<file path="src/rtl/vpk_pkg.sv">
package vpk_pkg;
  typedef enum logic [2:0] {
    ST_SYNC,     // waiting for frame sync to assert
    ST_VBLANK,   // frame sync high, waiting for it to drop
    ST_ARMED,    // fresh buffer, waiting for line-valid
    ST_CAPTURE,  // taking words
    ST_PARTIAL,  // line ended before the buffer filled
    ST_FULL      // buffer committed, waiting for consumer
  } vpk_state_e;

  function automatic int unsigned words_to_bytes(input int unsigned words,
                                                 input int unsigned bytes_per_word);
    return words * bytes_per_word;
  endfunction
endpackage

</file>
<file path="src/rtl/vpk_fill_counter.sv">
module vpk_fill_counter #(
  parameter int ADDR_W = 10
) (
  input  logic              clk,
  input  logic              rst,
  input  logic              advance,
  input  logic              clear,
  output logic [ADDR_W-1:0] count,
  output logic              at_limit
);
  localparam logic [ADDR_W-1:0] LIMIT = {ADDR_W{1'b1}};

  assign at_limit = (count == LIMIT);

  always_ff @(posedge clk) begin
    if (rst || clear) begin
      count <= '0;
    end else if (advance) begin
      count <= at_limit ? '0 : count + 1'b1;
    end
  end
endmodule

</file>
<file path="src/rtl/vpk_ctrl_fsm.sv">
module vpk_ctrl_fsm
  import vpk_pkg::*;
(
  input  logic       clk,
  input  logic       rst,
  input  logic       href,
  input  logic       vsync,
  input  logic       buf_ready,
  input  logic       at_limit,
  output vpk_state_e state,
  output logic       accept,
  output logic       wrap_evt,
  output logic       close_evt,
  output logic       stall_evt
);
  vpk_state_e nxt;
  logic       in_frame;
  logic       taking;

  assign in_frame  = state inside {ST_ARMED, ST_CAPTURE, ST_PARTIAL, ST_FULL};
  assign taking    = state inside {ST_ARMED, ST_CAPTURE, ST_PARTIAL};
  assign accept    = !vsync && href && (taking || (state == ST_FULL && buf_ready));
  assign wrap_evt  = accept && at_limit;
  assign close_evt = vsync && in_frame;
  assign stall_evt = !vsync && href && (state == ST_FULL) && !buf_ready;

  always_comb begin
    nxt = state;
    unique case (state)
      ST_SYNC:   if (vsync) nxt = ST_VBLANK;
      ST_VBLANK: if (!vsync) nxt = ST_ARMED;
      default: begin
        if (vsync)                                  nxt = ST_VBLANK;
        else if (wrap_evt)                          nxt = ST_FULL;
        else if (accept)                            nxt = ST_CAPTURE;
        else if (state == ST_CAPTURE)               nxt = ST_PARTIAL;
        else if (state == ST_FULL && buf_ready)     nxt = ST_ARMED;
      end
    endcase
  end

  always_ff @(posedge clk) begin
    if (rst) state <= ST_SYNC;
    else     state <= nxt;
  end
endmodule

</file>
<file path="src/rtl/vpk_out_stage.sv">
module vpk_out_stage
  import vpk_pkg::*;
#(
  parameter int DATA_W = 32,
  parameter int ADDR_W = 10,
  parameter int BC_W   = 13,
  parameter int BPW    = 4,
  parameter int WORDS  = 1024
) (
  input  logic              clk,
  input  logic              rst,
  input  logic              accept,
  input  logic              wrap_evt,
  input  logic              close_evt,
  input  logic              stall_evt,
  input  logic [ADDR_W-1:0] count,
  input  logic [DATA_W-1:0] data_in,
  output logic              wr_en,
  output logic [ADDR_W-1:0] wr_addr,
  output logic [DATA_W-1:0] wr_data,
  output logic              commit_valid,
  output logic [BC_W-1:0]   commit_bytes,
  output logic              frame_end,
  output logic              overflow
);
  localparam logic [BC_W-1:0] FULL_BYTES = BC_W'(words_to_bytes(WORDS, BPW));

  logic            short_commit;
  logic [BC_W-1:0] short_bytes;

  assign short_commit = close_evt && (count != '0);
  assign short_bytes  = BC_W'(words_to_bytes(int'(count), BPW));

  always_ff @(posedge clk) begin
    if (rst) begin
      wr_en        <= 1'b0;
      wr_addr      <= '0;
      wr_data      <= '0;
      commit_valid <= 1'b0;
      commit_bytes <= '0;
      frame_end    <= 1'b0;
      overflow     <= 1'b0;
    end else begin
      wr_en <= accept;
      if (accept) begin
        wr_addr <= count;
        wr_data <= data_in;
      end
      commit_valid <= wrap_evt || short_commit;
      commit_bytes <= wrap_evt ? FULL_BYTES : (short_commit ? short_bytes : '0);
      frame_end    <= close_evt;
      overflow     <= overflow || stall_evt;
    end
  end
endmodule

</file>
<file path="src/rtl/video_line_packer.sv">
module video_line_packer
  import vpk_pkg::*;
#(
  parameter int DATA_W    = 32,
  parameter int BUF_BYTES = 4096,
  localparam int BPW      = DATA_W / 8,
  localparam int WORDS    = BUF_BYTES / BPW,
  localparam int ADDR_W   = $clog2(WORDS),
  localparam int BC_W     = $clog2(BUF_BYTES + 1)
) (
  input  logic              clk,
  input  logic              rst,
  input  logic [DATA_W-1:0] pix_data,
  input  logic              pix_line,
  input  logic              pix_frame,
  input  logic              buf_ready,
  output logic              wr_en,
  output logic [ADDR_W-1:0] wr_addr,
  output logic [DATA_W-1:0] wr_data,
  output logic              commit_valid,
  output logic [BC_W-1:0]   commit_bytes,
  output logic              frame_end,
  output logic              overflow
);
  vpk_state_e        state;
  logic              accept;
  logic              wrap_evt;
  logic              close_evt;
  logic              stall_evt;
  logic              at_limit;
  logic [ADDR_W-1:0] count;

  vpk_ctrl_fsm u_fsm (
    .clk       (clk),
    .rst       (rst),
    .href      (pix_line),
    .vsync     (pix_frame),
    .buf_ready (buf_ready),
    .at_limit  (at_limit),
    .state     (state),
    .accept    (accept),
    .wrap_evt  (wrap_evt),
    .close_evt (close_evt),
    .stall_evt (stall_evt)
  );

  vpk_fill_counter #(.ADDR_W(ADDR_W)) u_cnt (
    .clk      (clk),
    .rst      (rst),
    .advance  (accept),
    .clear    (close_evt),
    .count    (count),
    .at_limit (at_limit)
  );

  vpk_out_stage #(
    .DATA_W(DATA_W), .ADDR_W(ADDR_W), .BC_W(BC_W), .BPW(BPW), .WORDS(WORDS)
  ) u_out (
    .clk          (clk),
    .rst          (rst),
    .accept       (accept),
    .wrap_evt     (wrap_evt),
    .close_evt    (close_evt),
    .stall_evt    (stall_evt),
    .count        (count),
    .data_in      (pix_data),
    .wr_en        (wr_en),
    .wr_addr      (wr_addr),
    .wr_data      (wr_data),
    .commit_valid (commit_valid),
    .commit_bytes (commit_bytes),
    .frame_end    (frame_end),
    .overflow     (overflow)
  );
endmodule

</file>
<file path="config.mk">
export PLATFORM = sky130hd
export DESIGN_NAME = video_line_packer
export DESIGN_NICKNAME = d
export VERILOG_FILES = /design/src/rtl/vpk_pkg.sv /design/src/rtl/vpk_fill_counter.sv /design/src/rtl/vpk_ctrl_fsm.sv /design/src/rtl/vpk_out_stage.sv /design/src/rtl/video_line_packer.sv
export SDC_FILE = /design/constraint.sdc
export NUM_CORES = 1
export LEC_CHECK = 0
export CORE_MARGIN = 2
export CORE_UTILIZATION = 50
export CTS_BUF_LIST = sky130_fd_sc_hd__clkbuf_4
export DETAILED_ROUTE_END_ITERATION = 10
export PLACE_DENSITY_LB_ADDON = 0.12
export SKIP_CTS_REPAIR_TIMING = 1
export SLEW_MARGIN = 15
export SYNTH_ARGS = -nofsm -noshare
export SYNTH_HDL_FRONTEND = slang
export SYNTH_SLANG_ARGS = --single-unit
export TNS_END_PERCENT = 30
</file>
<file path="constraint.sdc">
create_clock -name clk -period 4.6 [get_ports clk]
set_input_delay 0.92 -clock clk [delete_from_list [all_inputs] [get_ports clk]]
set_output_delay 0.92 -clock clk [all_outputs]
set_load 0.03 [all_outputs]
</file>
# [After elaboration in Yosys (flattened, before gate mapping)]
# Cells that the tools add are included.
[totals] reg_bits=72 out_inout_bits=59 elab_cells=54
[op_classes] n_addsub=1 eq_ne=8 n_mux=11 n_bitwise=1 n_reduce_logical=22
[op_table] operator="2-to-1 mux 3 bit" count=7
[op_table] operator="2-to-1 mux 13 bit" count=1
[op_table] operator="2-to-1 mux 12 bit" count=1
[op_table] operator="adder 10 x 1 -> 10 bit, second input constant" count=1
[op_table] operator="equality test 10 bit, second input constant" count=1
[op_table] operator="2-to-1 mux 10 bit" count=1
[op_table] operator="nonzero test 10 bit" count=1
[op_table] operator="logical AND 1 bit" count=8
[op_table] operator="equality test 3 x 2 -> 1 bit, second input constant" count=2
[op_table] operator="equality test 3 bit, second input constant" count=2
[op_table] operator="case mux 3 bit (2 select lines)" count=1
[op_table] operator="nonzero test 6 bit" count=1
[op_table] operator="logical OR 1 bit" count=4
[op_table] operator="inequality test 2 bit, second input constant" count=2
[op_table] operator="nonzero test 4 bit" count=1
[op_table] operator="equality test 3 x 1 -> 1 bit, second input constant" count=1
[op_table] operator="zero test 3 bit" count=1
[op_table] operator="AND reduction 3 bit" count=1
[op_table] operator="nonzero test 3 bit" count=1
[op_table] operator="OR reduction 3 bit" count=1
[op_table] operator="zero test 1 bit" count=2
[op_table] operator="OR reduction 2 bit" count=1
[op_table] operator="inverter 1 bit" count=1

# [Longest topological paths before layout]
# Gate-level depths: netlist (run 1).
[logic_depth] depth_word=8 depth_mapped=8 ltp_nobuf=7

# [By module]
# From an unflattened synthesis (run 1), not the netlist that was laid out.
[unflattened] cells_unflattened=278 hier_area_um2=2834.0
[modules_own_cells] mod="vpk_out_stage" instances=1 cells_each=177 area_per_inst_um2=2005.7
[modules_own_cells] mod="vpk_fill_counter" instances=1 cells_each=54 area_per_inst_um2=475.5
[modules_own_cells] mod="vpk_ctrl_fsm" instances=1 cells_each=47 area_per_inst_um2=352.8

# [Least setup slack after synthesis (run 1)]
# No wires, ideal clock.
[synth_timing] path_type="input to register" from="input port buf_ready" to="register u_fsm.state[2]" setup_time_ps=65 t_arrival_ps=1897 slack_ps=2638 path_stages=5 cell_sequence="nand2b_1 > a21o_2 > a211o_1 > o22a_1 > nor2_1"
[synth_between] elab_chain_cells=7 word_cells_on_any_way=10 classes_between="mux (4); reduce/logical (6)"
[synth_lines] item="from (decl)" line_no="video_line_packer.sv:16" source="input logic buf_ready,"
[synth_lines] item="logical AND 1 bit *" line_no="vpk_ctrl_fsm.sv:22, vpk_ctrl_fsm.sv:37"
[synth_lines] item="logical OR 1 bit" line_no="vpk_ctrl_fsm.sv:22" source="assign accept = !vsync && href && (taking || (state == ST_FULL && buf_ready));"
[synth_lines] item="logical AND 1 bit" line_no="vpk_ctrl_fsm.sv:22"
[synth_lines] item="2-to-1 mux 3 bit / logical AND 1 bit (equally long branches)" line_no="vpk_ctrl_fsm.sv:35, vpk_ctrl_fsm.sv:23"
[synth_lines] item="2-to-1 mux 3 bit" line_no="vpk_ctrl_fsm.sv:34" source="else if (wrap_evt) nxt = ST_FULL;"
[synth_lines] item="2-to-1 mux 3 bit" line_no="vpk_ctrl_fsm.sv:33" source="if (vsync) nxt = ST_VBLANK;"
[synth_lines] item="case mux 3 bit (2 select lines)" line_no="vpk_ctrl_fsm.sv:29" source="unique case (state)"
[synth_lines] item="to (signal assigned)" line_no="vpk_ctrl_fsm.sv:44" source="else state <= nxt;"
[synth_lines] item="to (decl)" line_no="vpk_ctrl_fsm.sv:10" source="output vpk_state_e state,"
# Every way passes the cells marked *; elsewhere a longest branch is shown, timed or not.
# A chain may end at the register's enable or synchronous reset.

# [Final worst setup path (run 1)]
[layout_timing] from="input port pix_frame" to="register u_cnt.count[7]"
[layout_between] elab_chain_cells=3 word_cells_on_any_way=5 classes_between="reduce/logical (5)"
[layout_lines] item="from (decl)" line_no="video_line_packer.sv:15" source="input logic pix_frame,"
[layout_lines] item="zero test 1 bit" line_no="vpk_ctrl_fsm.sv:22"
[layout_lines] item="logical AND 1 bit (2 in series)" line_no="vpk_ctrl_fsm.sv:22"
[layout_lines] item="to (signal assigned)" line_no="vpk_fill_counter.sv:19" source="count <= at_limit ? '0 : count + 1'b1;"
[layout_lines] item="to (decl)" line_no="vpk_fill_counter.sv:8" source="output logic [ADDR_W-1:0] count,"
# Parallel ways exist; a longest one is shown, timed or not.

==> results of run 1 <==
final cells by class:
type,instances,area (µm²)
fill,462,1623
sequential,70,1401
multi-input combinational,234,1254
timing repair buffer,93,925.9
tap,72,90.09
clock buffer,10,75.07
clock inverter,5,51.30
inverter,5,18.77
routing by layer:
metal	up-vias	part of all wire (%)	global-route usage [%]
li1	1253	-	-
met1	1115	44	24.91
met2	60	49	34.96
met3	4	5.5	5.632
met4	0	0.88	8.070
met5	-	0	0
worst paths after layout:
check	start	end	cells past startpoint
worst max register to register	u_fsm.state[1]$_SDFFE_PP0P_	u_cnt.count[7]$_SDFFE_PP0P_	5
worst max-delay path	pix_frame	u_cnt.count[7]$_SDFFE_PP0P_	5
worst min-delay path	u_out.wr_addr[7]$_SDFFE_PP0P_	u_out.wr_addr[7]$_SDFFE_PP0P_	2
worst min register to register	u_out.wr_addr[7]$_SDFFE_PP0P_	u_out.wr_addr[7]$_SDFFE_PP0P_	2
flip-flops by register name (all words and copies together) (netlist names):
signal              flops
u_out.overflow          1
u_out.commit_bytes     11
u_out.frame_end         1
u_out.wr_en             1
u_out.wr_addr          10
u_cnt.count            10
u_out.wr_data          32
u_fsm.state             3
u_out.commit_valid      1
worst max-delay path, stage by stage:
cell and delay, ns:
clkdlybuf4s50_1 0.59, nand2b_1 0.41, nor2_4 0.78, a21o_1 0.29, nor2_1 0.07
stage by stage:
step                      cell area [µm²]  total power, W  hold slack [ns]  utilization [%]  setup WS (ns)
after global routing                 3816        0.001317           0.4827            70.16          1.657
after detailed placement             3690       0.0009026           0.4463            67.84          1.391
after global placement               3690       0.0009001           0.4411            67.84          1.466
after floorplan                      2793       0.0008269           0.4655                -          2.638
after CTS                            3816        0.001265           0.4598            70.16          1.801
final                                3816        0.001255           0.4593            70.16          1.801
power groups by stage:
| stage | Clock, W | Sequential, W | Combinational [W] |
|---|---|---|---|
| finish | 0.000366 | 0.000655 | 0.000235 |
| global route | 0.000401 | 0.000660 | 0.000256 |
| CTS | 0.000374 | 0.000654 | 0.000237 |
| detailed placement | 0 | 0.000668 | 0.000235 |
| global placement | 0 | 0.000667 | 0.000233 |
| floorplan | 0 | 0.000679 | 0.000148 |
cells in the final DEF (no fill, tap or decap), types with 3 or more instances in the layout:
master	instances
xnor2_1	8
nor3_1	5
o21ai_0	4
ha_1	4
and2_1	11
a21oi_1	49
clkdlybuf4s50_1	92
inv_1	5
nand3_1	3
nor2_1	18
clkbuf_4	10
dfxtp_1	70
nand2b_1	4
nand2_1	92
logic make-up (layout without fill, tap and decap cells):
family | after synthesis | after routing | synth area share [%]
compound gates | 70 | 70 | 14.81
xor+xnor | 9 | 9 | 2.827
fa+ha+maj | 4 | 4 | 1.795
buf+inv | 28 | 113 | 4.935
flops | 70 | 70 | 50.25
other cells | 1 | 2 | 0.1345
simple gates | 149 | 149 | 25.26
==> flow_summary.json, run 1 <==
{
  "status": "finished, final reports clean",
  "p_int_w": 0.0008931,
  "reg2reg_slack_ns": 2.31,
  "layout.cells.non_filler": 489,
  "yosysTopAreaCell": "dfxtp_1",
  "clk_latency_ns": 0.39,
  "synth_commonest_cells": "nand2_1 (92), dfxtp_1 (70), a21oi_1 (49)",
  "initial_utilization_pct": 51.28,
  "critical_path_class": "primary input to flip-flop",
  "grt_usage_pct": 20.68,
  "num_antenna_cells": 0,
  "synth-seq-area-share_pct": 50.25,
  "die_h_um": 78.69,
  "drt_iter0_drc": 145,
  "cp-start-kind": "primary input",
  "tightest_slew_ns": 0.9527,
  "ctsRootBufferMaster": "clkbuf_4",
  "grt_max_degree": 51,
  "cp_max_fo": 43,
  "peakVddDrop_uv": 296.8,
  "period_minus_slack_ns": 2.799,
  "dp_cells": 474,
  "drv_cap": 0,
  "core_area_um2": 5439,
  "dp_hpwl_um": 4129,
  "synth_most_common_cell": "nand2_1",
  "hold_viol": 0,
  "cts_tree": "yes",
  "synth.distinct_cells": 45,
  "setup_viol": 0,
  "first_global_vias": 2230,
  "rsz0062_at_grt": "false",
  "min_path_type": "flip-flop to flip-flop",
  "power.density_nw_per_um2": 328.9,
  "drt_first_pass_iters": 4,
  "drt-vias-per-instance": 4.973,
  "antenna_found_initial": 0,
  "ios": 96,
  "pwr-share-clk_pct": 29.1,
  "synth.avg_cell_area_um2": 8.426,
  "ys.flop_type": "dfxtp_1",
  "p_sw_w": 0.0003622,
  "gp_congestion": 0.8040,
  "fin_skew_ns": 0.01247,
  "die_x_um": 78.69,
  "slew_violations": 0,
  "die_area_um2": 6191,
  "ant_nets": 0,
  "p_seq_share_pct": 52.2,
  "worstPathRequired_ns": 4.88,
  "drc": 0,
  "yosys.area.top_type_share_pct": 50.25,
  "cts.clk_slew.worst_paths_ns": 0.10,
  "pwr-share-comb_pct": 18.7,
  "crit_path_end_kind": "flip-flop",
  "arrival_ns": 3.08,
  "cts.path.max_buffers": 2,
  "grt_first_pass_wirelength_um": 10160,
  "area.growth.synth_to_final_pct": 36.83,
  "rows": 27,
  "fmax_mhz": 357.3,
  "clock-sinks": 70,
  "cts-buffers-inserted": 9,
  "slew_headroom_pct": 36.48,
  "drt-total-wl_um": 6167,
  "cts-htree-levels": 3,
  "ys_ff_latch": 70,
  "gr-total-overflow": 0,
  "nets": 454,
  "synthTopCellsByArea": "dfxtp_1 (50%), nand2_1 (12%), a21oi_1 (8.8%)",
  "io_buffers": 93,
  "wl_per_cell_um": 12.61,
  "syn_inst": 331,
  "power_leakage_nw": 1.312,
  "period_share_pct": 60.84,
  "ys.warnings.count": 0,
  "postSynth.asyncResetShare_pct": 0,
  "num_vias": 2432,
  "synth_edf_count": 0,
  "drive_gt1_share_pct": 5.995,
  "syn-cell-area_um2": 2789,
  "p_sw_share_pct": 28.85,
  "tns_ns": 0
}
Note: power is estimated with default switching activity, not from simulation.
==> run 2, diff against run 1 <==
CORE_UTILIZATION = 47   (was 50)
clock period = 2.9 ns   (was 4.6 ns; I/O delays follow)
==> flow_summary.json, run 2 (synthesis gave the netlist of run 1 again) <==
{
  "die_x_um": 81.03,
  "rsz0062_at_grt": "false",
  "p_sw_share_pct": 31.05,
  "cts-htree-levels": 3,
  "drt_iter0_drc": 169,
  "drt_first_pass_iters": 4,
  "cts-buffers-inserted": 9,
  "p_int_w": 0.001326,
  "gp_congestion": 0.8531,
  "drc": 0,
  "top_regs": "u_out.wr_data (32), u_out.commit_bytes (11)",
  "multi_input_area_um2": 1254,
  "p_sw_w": 0.0005971,
  "drive_gt1_share_pct": 6.413,
  "drt-total-wl_um": 6322,
  "slew_headroom_pct": 65.59,
  "nFillCells": 515,
  "ios": 96,
  "ant_nets": 0,
  "cp-start-kind": "flip-flop",
  "largest_reg_flops": 32,
  "area.growth.synth_to_final_pct": 37.91,
  "crit_family": "buffers and inverters",
  "critical_path_class": "flip-flop to output pin",
  "p_seq_share_pct": 54.0,
  "peakVddDrop_uv": 326.4,
  "top_register": "u_out.wr_data",
  "r2r_cells": 6,
  "startpoint": "u_out.wr_addr[0]$_SDFFE_PP0P_",
  "layout_common_cells": "nand2_1 (92), clkdlybuf4s50_1 (92), dfxtp_1 (70)",
  "period_minus_slack_ns": 2.033,
  "path_cells": "clkdlybuf4s50_1",
  "wl_per_cell_um": 12.75,
  "worstPathRequired_ns": 2.32,
  "period_share_pct": 70.10,
  "dp_hpwl_um": 4185,
  "slew_violations": 0,
  "core_area_um2": 5816,
  "grt_first_pass_wirelength_um": 10410,
  "fin_skew_ns": 0.008452,
  "pwr-share-clk_pct": 25.7,
  "fin_util_pct": 66.14,
  "die_area_um2": 6566,
  "register_area_um2": 1401,
  "nets": 458,
  "cp_num_cells": 1,
  "setup_viol": 0,
  "io_buffers": 93,
  "cts.clk_slew.worst_paths_ns": 0.11,
  "clk_latency_ns": 0.40,
  "power_leakage_nw": 1.329,
  "rows": 28,
  "reg2reg_slack_ns": 1.00,
  "tns_ns": 0,
  "ctsRootBufferMaster": "clkbuf_4",
  "die_h_um": 81.03,
  "min_path_type": "flip-flop to flip-flop",
  "status": "finished, final reports clean",
  "initial_utilization_pct": 47.96,
  "grt_usage_pct": 20.62,
  "pwr-share-comb_pct": 20.3,
  "num_vias": 2458,
  "hold_viol": 0,
  "drt-vias-per-instance": 4.956,
  "cts_tree": "yes",
  "grt_max_degree": 49,
  "worst-path-buf-inv": 1,
  "power.density_nw_per_um2": 500.1,
  "tightest_slew_ns": 0.5162,
  "arrival_ns": 1.45,
  "rr_startpoint": "u_fsm.state[1]$_SDFFE_PP0P_",
  "cp_max_fo": 2,
  "fmax_mhz": 491.9,
  "clock-sinks": 70,
  "cp_slowest_cell": "clkdlybuf4s50_1",
  "crit_path_end_kind": "output pin",
  "slowest_delay_ns": 0.68,
  "num_antenna_cells": 0,
  "cts.path.max_buffers": 2,
  "first_global_vias": 2276,
  "antenna_found_initial": 0,
  "drv_cap": 0,
  "gr-total-overflow": 0,
  "worstSetupEndpoint": "wr_addr[0]",
  "worstReg2RegEnd": "u_out.commit_bytes[2]$_SDFF_PP0_"
}
[run 2: cell types whose count changed in the layout (fill, tap and decap cells not counted), sizes merged]
cell,delta
clkinvlp,-1
clkinv,+3
buf,+4
clkbuf,-1
bufinv,-1
[run 2: final cells by class]
| class | count | share of cell area, % |
|---|---|---|
| Clock buffer | 9 | 1.757 |
| Clock inverter | 6 | 0.7807 |
| Inverter | 5 | 0.4880 |
| Multi-Input combinational cell | 234 | 32.60 |
| Sequential cell | 70 | 36.43 |
| Tap cell | 75 | 2.440 |
| Timing Repair Buffer | 97 | 25.50 |
[run 2: metal layers]
layer  track usage, %  part of all wire, %
met5                0                    0
met2            33.64                   49
met4            7.627                  1.1
met3            8.111                  7.1
met1            24.55                   43
[run 2: worst min path at each step]
stage / start / end / cells past startpoint
2_1_floorplan: u_cnt.count[0]$_SDFFE_PP0P_ / u_out.wr_addr[0]$_SDFFE_PP0P_ / 2
3_3_place_gp: u_out.wr_data[4]$_SDFFE_PP0P_ / u_out.wr_data[4]$_SDFFE_PP0P_ / 2
3_5_place_dp: u_out.wr_data[31]$_SDFFE_PP0P_ / u_out.wr_data[31]$_SDFFE_PP0P_ / 2
4_1_cts: rst / u_out.frame_end$_SDFF_PP0_ / 2
5_1_grt: rst / u_out.frame_end$_SDFF_PP0_ / 2
6_report: u_out.wr_data[2]$_SDFFE_PP0P_ / u_out.wr_data[2]$_SDFFE_PP0P_ / 2
[run 2: metrics by stage]
stage               std cells  hold slack, ns  setup slack (ns)  cell area (µm²)  power [W]
floorplan                 332          0.4655             1.275             2793   0.001312
global placement          481          0.4408            0.5707             3749   0.001441
detailed placement        481          0.4457            0.4947             3749   0.001447
CTS                       496          0.4550            0.8452             3846   0.001941
global route              496          0.4562            0.7724             3846   0.002030
finish                    496          0.4581            0.8671             3846   0.001923
[run 2: power groups by stage]
stage / logic [W] / registers [W] / clock network [W]
floorplan: 0.000235 / 0.00108 / 0
global placement: 0.000383 / 0.00106 / 0
detailed placement: 0.000387 / 0.00106 / 0
CTS: 0.000391 / 0.00104 / 0.000513
global route: 0.000429 / 0.00104 / 0.000556
finish: 0.000391 / 0.00104 / 0.000494
==> run 3, diff against run 2 <==
clock period = 1.9 ns   (was 2.9 ns; I/O delays follow)
==> flow_summary.json, run 3 (synthesis gave the netlist of run 1 again) <==
{
  "grt_first_pass_wirelength_um": 10300,
  "drt_iter0_drc": 140,
  "path_cells": "clkdlybuf4s50_1",
  "wl_per_cell_um": 12.47,
  "drive_gt1_share_pct": 10.30,
  "nFillCells": 510,
  "cts.clk_slew.worst_paths_ns": 0.10,
  "ant_nets": 0,
  "ios": 96,
  "antenna_found_initial": 0,
  "drv_cap": 0,
  "pre_cts_slack_ns": -0.03517,
  "critical_path_class": "flip-flop to output pin",
  "pwr-share-comb_pct": 20.9,
  "period_minus_slack_ns": 1.818,
  "gp_congestion": 0.8542,
  "dp_hpwl_um": 4684,
  "top_regs": "u_out.wr_data (32), u_out.commit_bytes (11)",
  "p_sw_w": 0.0008882,
  "rows": 28,
  "clk_latency_ns": 0.39,
  "reg2reg_slack_ns": 0.23,
  "rsz0062_at_grt": "false",
  "r2r_cells": 6,
  "clock-sinks": 70,
  "num_antenna_cells": 0,
  "setup_ws_ns": 0.08208,
  "whs_endpoint": "u_out.wr_en$_SDFF_PP0_",
  "ctsRootBufferMaster": "clkbuf_4",
  "fin_skew_ns": 0.01424,
  "drt-vias-per-instance": 4.947,
  "worstReg2RegEnd": "u_fsm.state[2]$_SDFFE_PP0P_",
  "die_area_um2": 6566,
  "slew_violations": 0,
  "top_register": "u_out.wr_data",
  "largest_reg_flops": 32,
  "first_global_vias": 2241,
  "pwr-share-clk_pct": 29.0,
  "p_total_w": 0.003121,
  "crit_family": "buffers and inverters",
  "rr_startpoint": "u_fsm.state[2]$_SDFFE_PP0P_",
  "p_sw_share_pct": 28.46,
  "hold_depth": 2,
  "cts.path.max_buffers": 2,
  "peakVddDrop_uv": 514.7,
  "grt_usage_pct": 20.30,
  "nets": 473,
  "worstPathRequired_ns": 1.52,
  "cts_tree": "yes",
  "drt_first_pass_iters": 4,
  "drt-total-wl_um": 6385,
  "period_share_pct": 95.68,
  "p_seq_share_pct": 50.1,
  "layout_common_cells": "nand2_1 (92), clkdlybuf4s50_1 (92), dfxtp_1 (69)",
  "arrival_ns": 1.44,
  "grt_max_degree": 33,
  "die_x_um": 81.03,
  "min_path_type": "primary input to flip-flop",
  "initial_utilization_pct": 47.96,
  "worst-path-buf-inv": 1,
  "io_buffers": 93,
  "cp-start-kind": "flip-flop",
  "setup_viol": 0,
  "crit_path_end_kind": "output pin",
  "drc": 0,
  "status": "finished, final reports clean",
  "p_int_w": 0.002233,
  "hold_viol": 0,
  "area.growth.synth_to_final_pct": 43.70,
  "min-delay-start": "rst",
  "gr-total-overflow": 0,
  "power.density_nw_per_um2": 778.8,
  "num_vias": 2533,
  "cp_max_fo": 2,
  "slowest_delay_ns": 0.70,
  "fmax_mhz": 550.1,
  "cts-buffers-inserted": 9,
  "cts-htree-levels": 3,
  "die_h_um": 81.03,
  "fin_util_pct": 68.91,
  "cp_slowest_cell": "clkdlybuf4s50_1",
  "core_area_um2": 5816,
  "power_leakage_nw": 1.426
}
-- run 3: cell count changes in the layout (fill, tap and decap cells not counted), sizes merged --
cell      previous run  this run
clkinvlp             0         1
clkbuf               9        11
clkinv               6         3
buf                  5        20
bufinv               0         1
-- run 3: layout make-up --
cell class | instances | area [µm²] | area share [%]
Timing Repair Buffer | 112 | 1106 | 27.60
Multi-Input combinational cell | 234 | 1254 | 31.28
Inverter | 5 | 18.77 | 0.4683
Sequential cell | 70 | 1403 | 35.00
Clock inverter | 5 | 50.05 | 1.249
Clock buffer | 11 | 82.58 | 2.061
Tap cell | 75 | 93.84 | 2.342
-- run 3: routing by layer --
metal | vias up | routed length, µm | GRT usage, %
li1 | 1295 | - | -
met1 | 1162 | 2836 | 25.47
met2 | 67 | 3059 | 32.23
met3 | 9 | 399 | 5.889
met4 | 0 | 89 | 9.322
met5 | - | 0 | 0
-- run 3: worst max path at each step --
| stage | startpoint | end | slack (ns) | cells after the start |
|---|---|---|---|---|
| after global routing | u_out.wr_data[14]$_SDFFE_PP0P_ | wr_data[14] | 0.01 | 1 |
| after floorplan | u_fsm.state[2]$_SDFFE_PP0P_ | u_fsm.state[2]$_SDFFE_PP0P_ | 0.27 | 6 |
| after CTS | u_out.wr_data[23]$_SDFFE_PP0P_ | wr_data[23] | 0.06 | 1 |
| after global placement | buf_ready | u_fsm.state[2]$_SDFFE_PP0P_ | 0.006 | 6 |
| after detailed placement | buf_ready | u_fsm.state[2]$_SDFFE_PP0P_ | -0.04 | 6 |
| final | u_out.wr_data[23]$_SDFFE_PP0P_ | wr_data[23] | 0.08 | 1 |
-- run 3: stage by stage --
stage | cells | area (µm²) | TNS (ns) | hold WS (ns)
floorplan | 332 | 2793 | 0 | 0.4537
finish | 512 | 4008 | 0 | 0.3839
detailed placement | 496 | 3874 | -0.03517 | 0.4466
CTS | 512 | 4006 | 0 | 0.3622
global route | 512 | 4008 | 0 | 0.3871
global placement | 496 | 3874 | 0 | 0.4408
-- run 3: power by group through the flow --
stage | clock (W) | combinational, W | sequential, W
6_report | 0.000905 | 0.000654 | 0.00156
5_1_grt | 0.000998 | 0.000721 | 0.00157
4_1_cts | 0.000930 | 0.000657 | 0.00156
3_5_place_dp | 0 | 0.000652 | 0.00160
3_3_place_gp | 0 | 0.000646 | 0.00159
2_1_floorplan | 0 | 0.000359 | 0.00164
